[src/rtl/nor_cmd_pkg.sv]
package nor_cmd_pkg;

    typedef enum logic [3:0] {
        ST_READ,
        ST_UNL1,
        ST_UNL2,
        ST_PROG_WAIT,
        ST_ERS_U0,
        ST_ERS_U1,
        ST_ERS_U2,
        ST_AUTOSEL,
        ST_PROG_RUN,
        ST_ERS_RUN,
        ST_FAIL
    } nor_state_e;

    localparam int UNL_W = 11;
    localparam logic [UNL_W-1:0] UNL_ADDR_A = 11'h555;
    localparam logic [UNL_W-1:0] UNL_ADDR_B = 11'h2AA;

    localparam logic [7:0] CMD_KEY_A   = 8'hAA;
    localparam logic [7:0] CMD_KEY_B   = 8'h55;
    localparam logic [7:0] CMD_PROG    = 8'hA0;
    localparam logic [7:0] CMD_IDENT   = 8'h90;
    localparam logic [7:0] CMD_ERASE   = 8'h80;
    localparam logic [7:0] CMD_SECTOR  = 8'h30;
    localparam logic [7:0] CMD_RESET   = 8'hF0;
    localparam logic [7:0] CMD_SUSPEND = 8'hB0;

    typedef struct packed {
        logic unl_a;
        logic unl_b;
        logic at_a;
        logic prog;
        logic ident;
        logic erase;
        logic sector;
        logic rst;
        logic susp;
    } nor_cmd_s;

endpackage

[src/rtl/nor_cmd_decode.sv]
module nor_cmd_decode
    import nor_cmd_pkg::*;
(
    input  logic [UNL_W-1:0] addr,
    input  logic [7:0]       op,
    output nor_cmd_s         cmd
);

    logic hit_a;
    logic hit_b;

    assign hit_a = (addr == UNL_ADDR_A);
    assign hit_b = (addr == UNL_ADDR_B);

    always_comb begin
        cmd        = '0;
        cmd.unl_a  = hit_a && (op == CMD_KEY_A);
        cmd.unl_b  = hit_b && (op == CMD_KEY_B);
        cmd.at_a   = hit_a;
        cmd.prog   = (op == CMD_PROG);
        cmd.ident  = (op == CMD_IDENT);
        cmd.erase  = (op == CMD_ERASE);
        cmd.sector = (op == CMD_SECTOR);
        cmd.rst    = (op == CMD_RESET);
        cmd.susp   = (op == CMD_SUSPEND);
    end

endmodule

[src/rtl/nor_op_timer.sv]
module nor_op_timer #(
    parameter int unsigned CYCLES = 64
) (
    input  logic clk,
    input  logic rst_n,
    input  logic load,
    input  logic run,
    output logic last
);

    localparam int CW = $clog2(CYCLES + 1);

    logic [CW-1:0] cnt_d;
    logic [CW-1:0] cnt_q;

    always_comb begin
        cnt_d = cnt_q;
        if (load) begin
            cnt_d = CYCLES[CW-1:0];
        end else if (run && (cnt_q != '0)) begin
            cnt_d = cnt_q - 1'b1;
        end
    end

    always_ff @(posedge clk or negedge rst_n) begin
        if (!rst_n) begin
            cnt_q <= '0;
        end else begin
            cnt_q <= cnt_d;
        end
    end

    assign last = (cnt_q == CW'(1));

endmodule

[src/rtl/nor_read_sel.sv]
module nor_read_sel
    import nor_cmd_pkg::*;
#(
    parameter int          ADDR_W = 15,
    parameter int          DATA_W = 8,
    parameter int          SECT_W = 4,
    parameter logic [7:0]  MFR_ID = 8'h5A,
    parameter logic [7:0]  DEV_ID = 8'hA7
) (
    input  nor_state_e          st,
    input  logic                susp,
    input  logic [SECT_W-1:0]   sect,
    input  logic                poll,
    input  logic                tog,
    input  logic [ADDR_W-1:0]   addr,
    input  logic [DATA_W-1:0]   array_data,
    output logic [DATA_W-1:0]   data
);

    localparam int SECT_LSB = ADDR_W - SECT_W;

    logic [SECT_LSB-1:0] offset;
    logic                in_susp;

    assign offset  = addr[SECT_LSB-1:0];
    assign in_susp = susp && (addr[ADDR_W-1:SECT_LSB] == sect);

    always_comb begin
        data = '0;
        case (st)
            ST_PROG_RUN, ST_ERS_RUN: begin
                data[7:0] = {poll, tog, 6'b0};
            end
            ST_FAIL: begin
                data[7:0] = {poll, tog, 1'b1, 5'b0};
            end
            ST_AUTOSEL: begin
                if (offset == SECT_LSB'(0)) begin
                    data[7:0] = MFR_ID;
                end else if (offset == SECT_LSB'(1)) begin
                    data[7:0] = DEV_ID;
                end
            end
            default: begin
                if (in_susp) begin
                    data[7:0] = 8'h80;
                end else begin
                    data = array_data;
                end
            end
        endcase
    end

endmodule

[src/rtl/nor_cmd_ctrl.sv]
module nor_cmd_ctrl
    import nor_cmd_pkg::*;
#(
    parameter int          ADDR_W       = 15,
    parameter int          DATA_W       = 8,
    parameter int          SECT_W       = 4,
    parameter int unsigned PROG_CYCLES  = 200,
    parameter int unsigned ERASE_CYCLES = 50000,
    parameter logic [7:0]  MFR_ID       = 8'h5A,
    parameter logic [7:0]  DEV_ID       = 8'hA7
) (
    input  logic              clk,
    input  logic              rst_n,
    input  logic              wr_en,
    input  logic [ADDR_W-1:0] wr_addr,
    input  logic [DATA_W-1:0] wr_data,
    input  logic              rd_en,
    input  logic [ADDR_W-1:0] rd_addr,
    input  logic [DATA_W-1:0] array_data,
    input  logic              timeout_flag,
    output logic [DATA_W-1:0] rd_data,
    output logic              busy
);

    localparam int SECT_LSB = ADDR_W - SECT_W;

    typedef struct packed {
        nor_state_e        st;
        logic              susp;
        logic              prog_op;
        logic              pd7;
        logic [SECT_W-1:0] sect;
        logic              tog;
        logic [DATA_W-1:0] rdata;
    } ctl_s;

    ctl_s              d;
    ctl_s              q;
    nor_cmd_s          cmd;
    logic              prog_load;
    logic              ers_load;
    logic              prog_last;
    logic              ers_last;
    logic              poll;
    logic [DATA_W-1:0] rd_sel;
    nor_state_e        st_q;
    logic              tog_q;

    nor_cmd_decode u_dec (
        .addr (wr_addr[UNL_W-1:0]),
        .op   (wr_data[7:0]),
        .cmd  (cmd)
    );

    assign prog_load = wr_en && (q.st == ST_PROG_WAIT) && !cmd.rst;
    assign ers_load  = wr_en && (q.st == ST_ERS_U2) && cmd.sector;

    nor_op_timer #(.CYCLES(PROG_CYCLES)) u_prog_tmr (
        .clk   (clk),
        .rst_n (rst_n),
        .load  (prog_load),
        .run   (q.st == ST_PROG_RUN),
        .last  (prog_last)
    );

    nor_op_timer #(.CYCLES(ERASE_CYCLES)) u_ers_tmr (
        .clk   (clk),
        .rst_n (rst_n),
        .load  (ers_load),
        .run   (q.st == ST_ERS_RUN),
        .last  (ers_last)
    );

    assign poll = q.prog_op ? ~q.pd7 : 1'b0;

    nor_read_sel #(
        .ADDR_W (ADDR_W),
        .DATA_W (DATA_W),
        .SECT_W (SECT_W),
        .MFR_ID (MFR_ID),
        .DEV_ID (DEV_ID)
    ) u_rsel (
        .st         (q.st),
        .susp       (q.susp),
        .sect       (q.sect),
        .poll       (poll),
        .tog        (q.tog),
        .addr       (rd_addr),
        .array_data (array_data),
        .data       (rd_sel)
    );

    assign busy = (q.st == ST_PROG_RUN) || (q.st == ST_ERS_RUN);

    always_comb begin
        d = q;
        if (rd_en) begin
            d.rdata = rd_sel;
            if (busy || (q.st == ST_FAIL)) begin
                d.tog = ~q.tog;
            end
        end
        case (q.st)
            ST_READ: begin
                if (wr_en) begin
                    if (cmd.unl_a) begin
                        d.st = ST_UNL1;
                    end else if (cmd.sector && q.susp) begin
                        d.st      = ST_ERS_RUN;
                        d.susp    = 1'b0;
                        d.prog_op = 1'b0;
                    end
                end
            end
            ST_UNL1: begin
                if (wr_en) d.st = cmd.unl_b ? ST_UNL2 : ST_READ;
            end
            ST_UNL2: begin
                if (wr_en) begin
                    if (cmd.at_a && cmd.prog) begin
                        d.st = ST_PROG_WAIT;
                    end else if (cmd.at_a && cmd.ident) begin
                        d.st = ST_AUTOSEL;
                    end else if (cmd.at_a && cmd.erase && !q.susp) begin
                        d.st = ST_ERS_U0;
                    end else begin
                        d.st = ST_READ;
                    end
                end
            end
            ST_PROG_WAIT: begin
                if (wr_en) begin
                    if (cmd.rst) begin
                        d.st = ST_READ;
                    end else begin
                        d.st      = ST_PROG_RUN;
                        d.prog_op = 1'b1;
                        d.pd7     = wr_data[7];
                        d.tog     = 1'b0;
                    end
                end
            end
            ST_ERS_U0: begin
                if (wr_en) d.st = cmd.unl_a ? ST_ERS_U1 : ST_READ;
            end
            ST_ERS_U1: begin
                if (wr_en) d.st = cmd.unl_b ? ST_ERS_U2 : ST_READ;
            end
            ST_ERS_U2: begin
                if (wr_en) begin
                    if (cmd.sector) begin
                        d.st      = ST_ERS_RUN;
                        d.sect    = wr_addr[ADDR_W-1:SECT_LSB];
                        d.prog_op = 1'b0;
                        d.tog     = 1'b0;
                    end else begin
                        d.st = ST_READ;
                    end
                end
            end
            ST_AUTOSEL, ST_FAIL: begin
                if (wr_en && cmd.rst) d.st = ST_READ;
            end
            ST_PROG_RUN: begin
                if (timeout_flag) begin
                    d.st = ST_FAIL;
                end else if (prog_last) begin
                    d.st = ST_READ;
                end
            end
            ST_ERS_RUN: begin
                if (timeout_flag) begin
                    d.st = ST_FAIL;
                end else if (ers_last) begin
                    d.st = ST_READ;
                end else if (wr_en && cmd.susp) begin
                    d.st   = ST_READ;
                    d.susp = 1'b1;
                end
            end
            default: begin
                d.st = ST_READ;
            end
        endcase
    end

    always_ff @(posedge clk or negedge rst_n) begin
        if (!rst_n) begin
            q <= '0;
        end else begin
            q <= d;
        end
    end

    assign rd_data = q.rdata;
    assign st_q    = q.st;
    assign tog_q   = q.tog;

endmodule

[config.mk]
export PLATFORM = sky130hd
export DESIGN_NAME = nor_cmd_ctrl
export DESIGN_NICKNAME = d
export VERILOG_FILES = /design/src/rtl/nor_cmd_pkg.sv /design/src/rtl/nor_cmd_decode.sv /design/src/rtl/nor_op_timer.sv /design/src/rtl/nor_read_sel.sv /design/src/rtl/nor_cmd_ctrl.sv
export SDC_FILE = /design/constraint.sdc
export NUM_CORES = 1
export LEC_CHECK = 0
export BUFFER_PORTS_ARGS = -buffer_cell sky130_fd_sc_hd__buf_2
export CAP_MARGIN = 10
export CELL_PAD_IN_SITES_DETAIL_PLACEMENT = 0
export CELL_PAD_IN_SITES_GLOBAL_PLACEMENT = 1
export CORE_UTILIZATION = 41
export DETAILED_ROUTE_END_ITERATION = 7
export PLACE_DENSITY_LB_ADDON = 0.12
export SYNTH_ARGS = -nofsm -noshare
export SYNTH_HDL_FRONTEND = slang
export SYNTH_SLANG_ARGS = --single-unit
[constraint.sdc]
create_clock -name clk -period 2.5 [get_ports clk]
set_clock_uncertainty 0.1 [all_clocks]
set_input_delay 0.125 -clock clk [delete_from_list [all_inputs] [get_ports clk]]
set_output_delay 0.125 -clock clk [all_outputs]
set_load 0.005 [all_outputs]
==> impl_table.tex <==
\begin{tabular}{lr}
\hline
Metric & Value \\
\hline
\multicolumn{2}{l}{\textbf{Status}} \\
Status & completed \\
\multicolumn{2}{l}{\textbf{Worst setup path}} \\
Critical Path Start & st\_q[2] \\
Worst r2r src & st\_q[2] \\
Type of the setup path with the least slack & flop to flop \\
Depth of the most critical reg-to-reg path & 4 \\
WP buf/inv & 0 \\
Category of cells accounting for the largest share of critical-path delay & compound AO/OA/AOI/OAI gates \\
Worst endpoint required time & roughly 2600 ps \\
Critical Path Source Type & flop \\
Kind of end point of the critical path & flop \\
Arrival time of the worst setup path & roughly 2500 ps \\
Internal reg-to-reg setup slack & roughly 120 ps \\
Cells along the critical path & nor4\_1 > o21ai\_0 > o211a\_4 > mux2\_4 \\
Highest net fanout along the worst path & 13 \\
Crit path largest cell delay & around 600 ps \\
Cell with the largest stage delay on the worst path & sky130\_fd\_sc\_hd\_\_nor4\_1 \\
Crit Reg-Reg Endpoint & st\_q[0] \\
\multicolumn{2}{l}{\textbf{Finish}} \\
Count of filler cells inserted in the layout & just under 700 \\
Area growth from synthesis to layout & 20.7\% \\
Final Non-Filler Cells & between 400 and 500 \\
Commonest non-fill, non-tap cells in the layout & 59 x sky130\_fd\_sc\_hd\_\_buf\_2, 47 x sky130\_fd\_sc\_hd\_\_nand2\_1, 43 x sky130\_fd\_sc\_hd\_\_dfrtp\_1 \\
Final Util & 0.511 \\
Most common cell after layout, fill and taps aside & sky130\_fd\_sc\_hd\_\_buf\_2 \\
Post-layout nets & approximately 450 \\
Diode count & 0 \\
Share of post-route cells with drive strength above 1 & 0.233 \\
\multicolumn{2}{l}{\textbf{Clocking}} \\
Clock slew seen by the registers of the worst setup and hold paths & 90 ps \\
Maximum number of buffers from clock root to sink & 2 \\
\# clock sinks & between 40 and 50 \\
Clock Latency Late Sink & around 300 ps \\
Postcts setup bufs & 0 \\
Max H-tree Level & 2 \\
TritonCTS clock tree & yes \\
Clock root buffer master & sky130\_fd\_sc\_hd\_\_clkbuf\_8 \\
Number of buffers added by the clock tree synthesis step & 5 \\
\multicolumn{2}{l}{\textbf{Synthesis}} \\
Total of warnings raised by yosys & 0 \\
Cell taking the most area after synthesis & sky130\_fd\_sc\_hd\_\_dfrtp\_1 \\
Cell area after synthesis & roughly 2900 um\^{}2 \\
Count of unique library cells instantiated by Yosys & 56 \\
Dominant register cell in the synthesized netlist & sky130\_fd\_sc\_hd\_\_dfrtp\_1 \\
Per-instance average area after synthesis & just under 9 um\^{}2 \\
Portion of synthesized cell area occupied by the leading cell type & 0.385 \\
Most area-consuming cells after synthesis & sky130\_fd\_sc\_hd\_\_dfrtp\_1 38\%, sky130\_fd\_sc\_hd\_\_nand2\_1 6.2\%, sky130\_fd\_sc\_hd\_\_nor2\_1 4.6\%, sky130\_fd\_sc\_hd\_\_xnor2\_1 4.3\%, sky130\_fd\_sc\_hd\_\_xor2\_1 3.7\% \\
Fraction of registers with async set or reset after synthesis & 1.00 \\
Flip-flop and latch count after synthesis & 44 \\
Cells after Synth & roughly 330 \\
Portion of the post-synthesis area used by sequential elements & 0.385 \\
Count of flip-flops with a built-in enable after synthesis & 0 \\
Syn\_nets & 384 \\
\multicolumn{2}{l}{\textbf{Hold path}} \\
Source of the worst hold timing path & array\_data[1] \\
Destination of the worst hold path & rd\_data[1] \\
Class of the worst hold path & input port to flop \\
Number of cells traversed by the worst hold path & 3 \\
\multicolumn{2}{l}{\textbf{Timing}} \\
Post-layout minimum cycle time & $\sim$2400 ps \\
Headroom to the max-slew limit & 0.474 \\
Actual transition at the worst max-transition pin & approximately 780 ps \\
Fin. max-slew vios & 0 \\
Final number of setup-violating endpoints & 0 \\
Post-route clock period utilization & 0.952 \\
Final hold slack & 33.4 ps \\
Sum Neg Setup Slack & 0 ps \\
Number of hold violations in the final report & 0 \\
Unrepaired setup endpoints after global routing & false \\
Max Freq & 420 MHz \\
\multicolumn{2}{l}{\textbf{Pwr}} \\
Peak supply drop & approximately 0.37 mV \\
Power per cell area & 795 nW/um\^{}2 \\
Power after layout & 0.00275 W \\
Total leakage power & between 1 and 1.5 nW \\
\multicolumn{2}{l}{\textbf{Global route}} \\
Wire length of the first global-routing pass & 11900 um \\
Largest net degree at the start of global routing & 27 \\
Gr ovfl total & 0 \\
Vias in the first global route & roughly 2500 \\
Number of antenna violations at the first check in global routing & 0 \\
Global-route total usage across every layer & 0.203 \\
\multicolumn{2}{l}{\textbf{Route}} \\
Iter 0 DRT Violations & 78 \\
Count of vias placed by the detailed router & roughly 2600 \\
Remaining DRCs & 0 \\
Number of antenna-violating nets in the routed design & 0 \\
Average wire per cell in the routed design & around 15 um \\
Vias per std cell & roughly 5.5 \\
Detailed-routing iteration count for the pre-antenna-repair pass & 4 \\
Routed Wire Length & slightly below 7000 um \\
\multicolumn{2}{l}{\textbf{Floorplanning}} \\
Number of rows in the core area & 30 \\
Boundary pin count & 60 \\
Core area & between 6000 and 7000 um\^{}2 \\
Die Span X & 85.6 um \\
Height of the die & 85.6 um \\
Die outline area & 7320 um\^{}2 \\
Initial Util & 0.424 \\
\multicolumn{2}{l}{\textbf{Placement}} \\
Half-perimeter wire length after detailed placement & about 5200 um \\
Placed instance count & roughly 460 \\
\# port buffers & 59 \\
Global placement routability congestion & around 0.84 \\
\multicolumn{2}{l}{\textbf{Job}} \\
Max-cap violations & 0 \\
\hline
\end{tabular}
-- synth_stat cells, drive strengths merged (2+ instances only) --
| cell | n |
|---|---|
| a21boi | 3 |
| a21oi | 12 |
| inv | 7 |
| buf | 12 |
| and4b | 2 |
| a31oi | 6 |
| and3 | 4 |
| xor2 | 12 |
| xnor2 | 14 |
| nand2b | 3 |
| nor3 | 12 |
| nor2 | 35 |
| nand3 | 8 |
| and2 | 3 |
| nor4b | 9 |
| and4bb | 2 |
| dfrtp | 44 |
| nand2 | 47 |
| or3b | 2 |
| nor2b | 2 |
| or3 | 3 |
| nor3b | 3 |
| ha | 6 |
| nor4bb | 5 |
| nand4 | 8 |
| o211ai | 3 |
| nor4 | 14 |
| clkbuf | 8 |
| or4 | 3 |
| nand3b | 2 |
| o31ai | 4 |
| o211a | 2 |
| o21ai | 12 |
-- what timing repair did --
item | 4_1_cts | 5_1_grt
endpoints found under the setup margin | 0 | 5
resized for setup | 0 | 1
hold buffers | 11 | 0
endpoints found under the hold margin | 34 | 0
-- layout make-up --
type,count,area (um^2),share of cell area
clock buffers,6,82.6,0.0239
clock inverters,2,38.8,0.0112
inverters,7,26.3,0.00760
multi-input cells,256,1630,0.470
flip-flops and latches,44,1100,0.319
well taps,80,100,0.0290
repair buffers,80,480,0.139
-- routing by layer --
layer / global-route usage / vias up / wire length (um)
li1: - / 1310 / -
met1: 0.290 / 1204 / 3500
met2: 0.319 / 73 / 3050
met3: 0.0337 / 7 / 285
met4: 0.0545 / 0 / 85
met5: 0 / - / 0
-- metrics by stage --
step,cell area (um^2),worst slack (ps)
after floorplan,2860,371
after global placement,3220,81.2
after detailed placement,3220,101
after CTS,3450,80.3
after global routing,3460,15.0
final,3460,120
-- power by group --
part / switching [W] / leakage [nW] / internal [W]
sequential: 0.000233 / 0.517 / 0.000906
clock: 0.000256 / 0.0614 / 0.000327
combinational: 0.000535 / 0.875 / 0.000491
-- how the worst max path moves through the flow --
stage / cells after the start / to / slack (ps)
floorplan: 7 / st_q[0] / 370
global placement: 4 / st_q[0] / 80
detailed placement: 4 / st_q[0] / 100
CTS: 4 / st_q[0] / 80
global route: 6 / rd_data[5] / 20
finish: 4 / st_q[0] / 120
-- cells by family after synthesis --
group,Yosys count,synth area share
AND/OR/NAND/NOR,173,0.337
AO/OA/AOI/OAI,49,0.116
flip-flops,44,0.385
buffers and inverters,27,0.0476
XOR/XNOR,26,0.0795
adder cells (fa/ha/maj),6,0.0262
multiplexers,2,0.00874
-- state kept, by name, summed over array words and instances (netlist names) --
| name | count |
|---|---|
| q | 7 |
| u_prog_tmr.cnt_q | 8 |
| rd_data | 8 |
| tog_q | 1 |
| u_ers_tmr.cnt_q | 16 |
| st_q | 4 |
-- worst register-to-register path, stage by stage, from the launching register on --
cell and delay [ps]:
sky130_fd_sc_hd__dfrtp_1 540, sky130_fd_sc_hd__nor4_1 600, sky130_fd_sc_hd__o21ai_0 370, sky130_fd_sc_hd__o211a_4 360
sky130_fd_sc_hd__mux2_4 300
(Power assumes the default switching activity.)
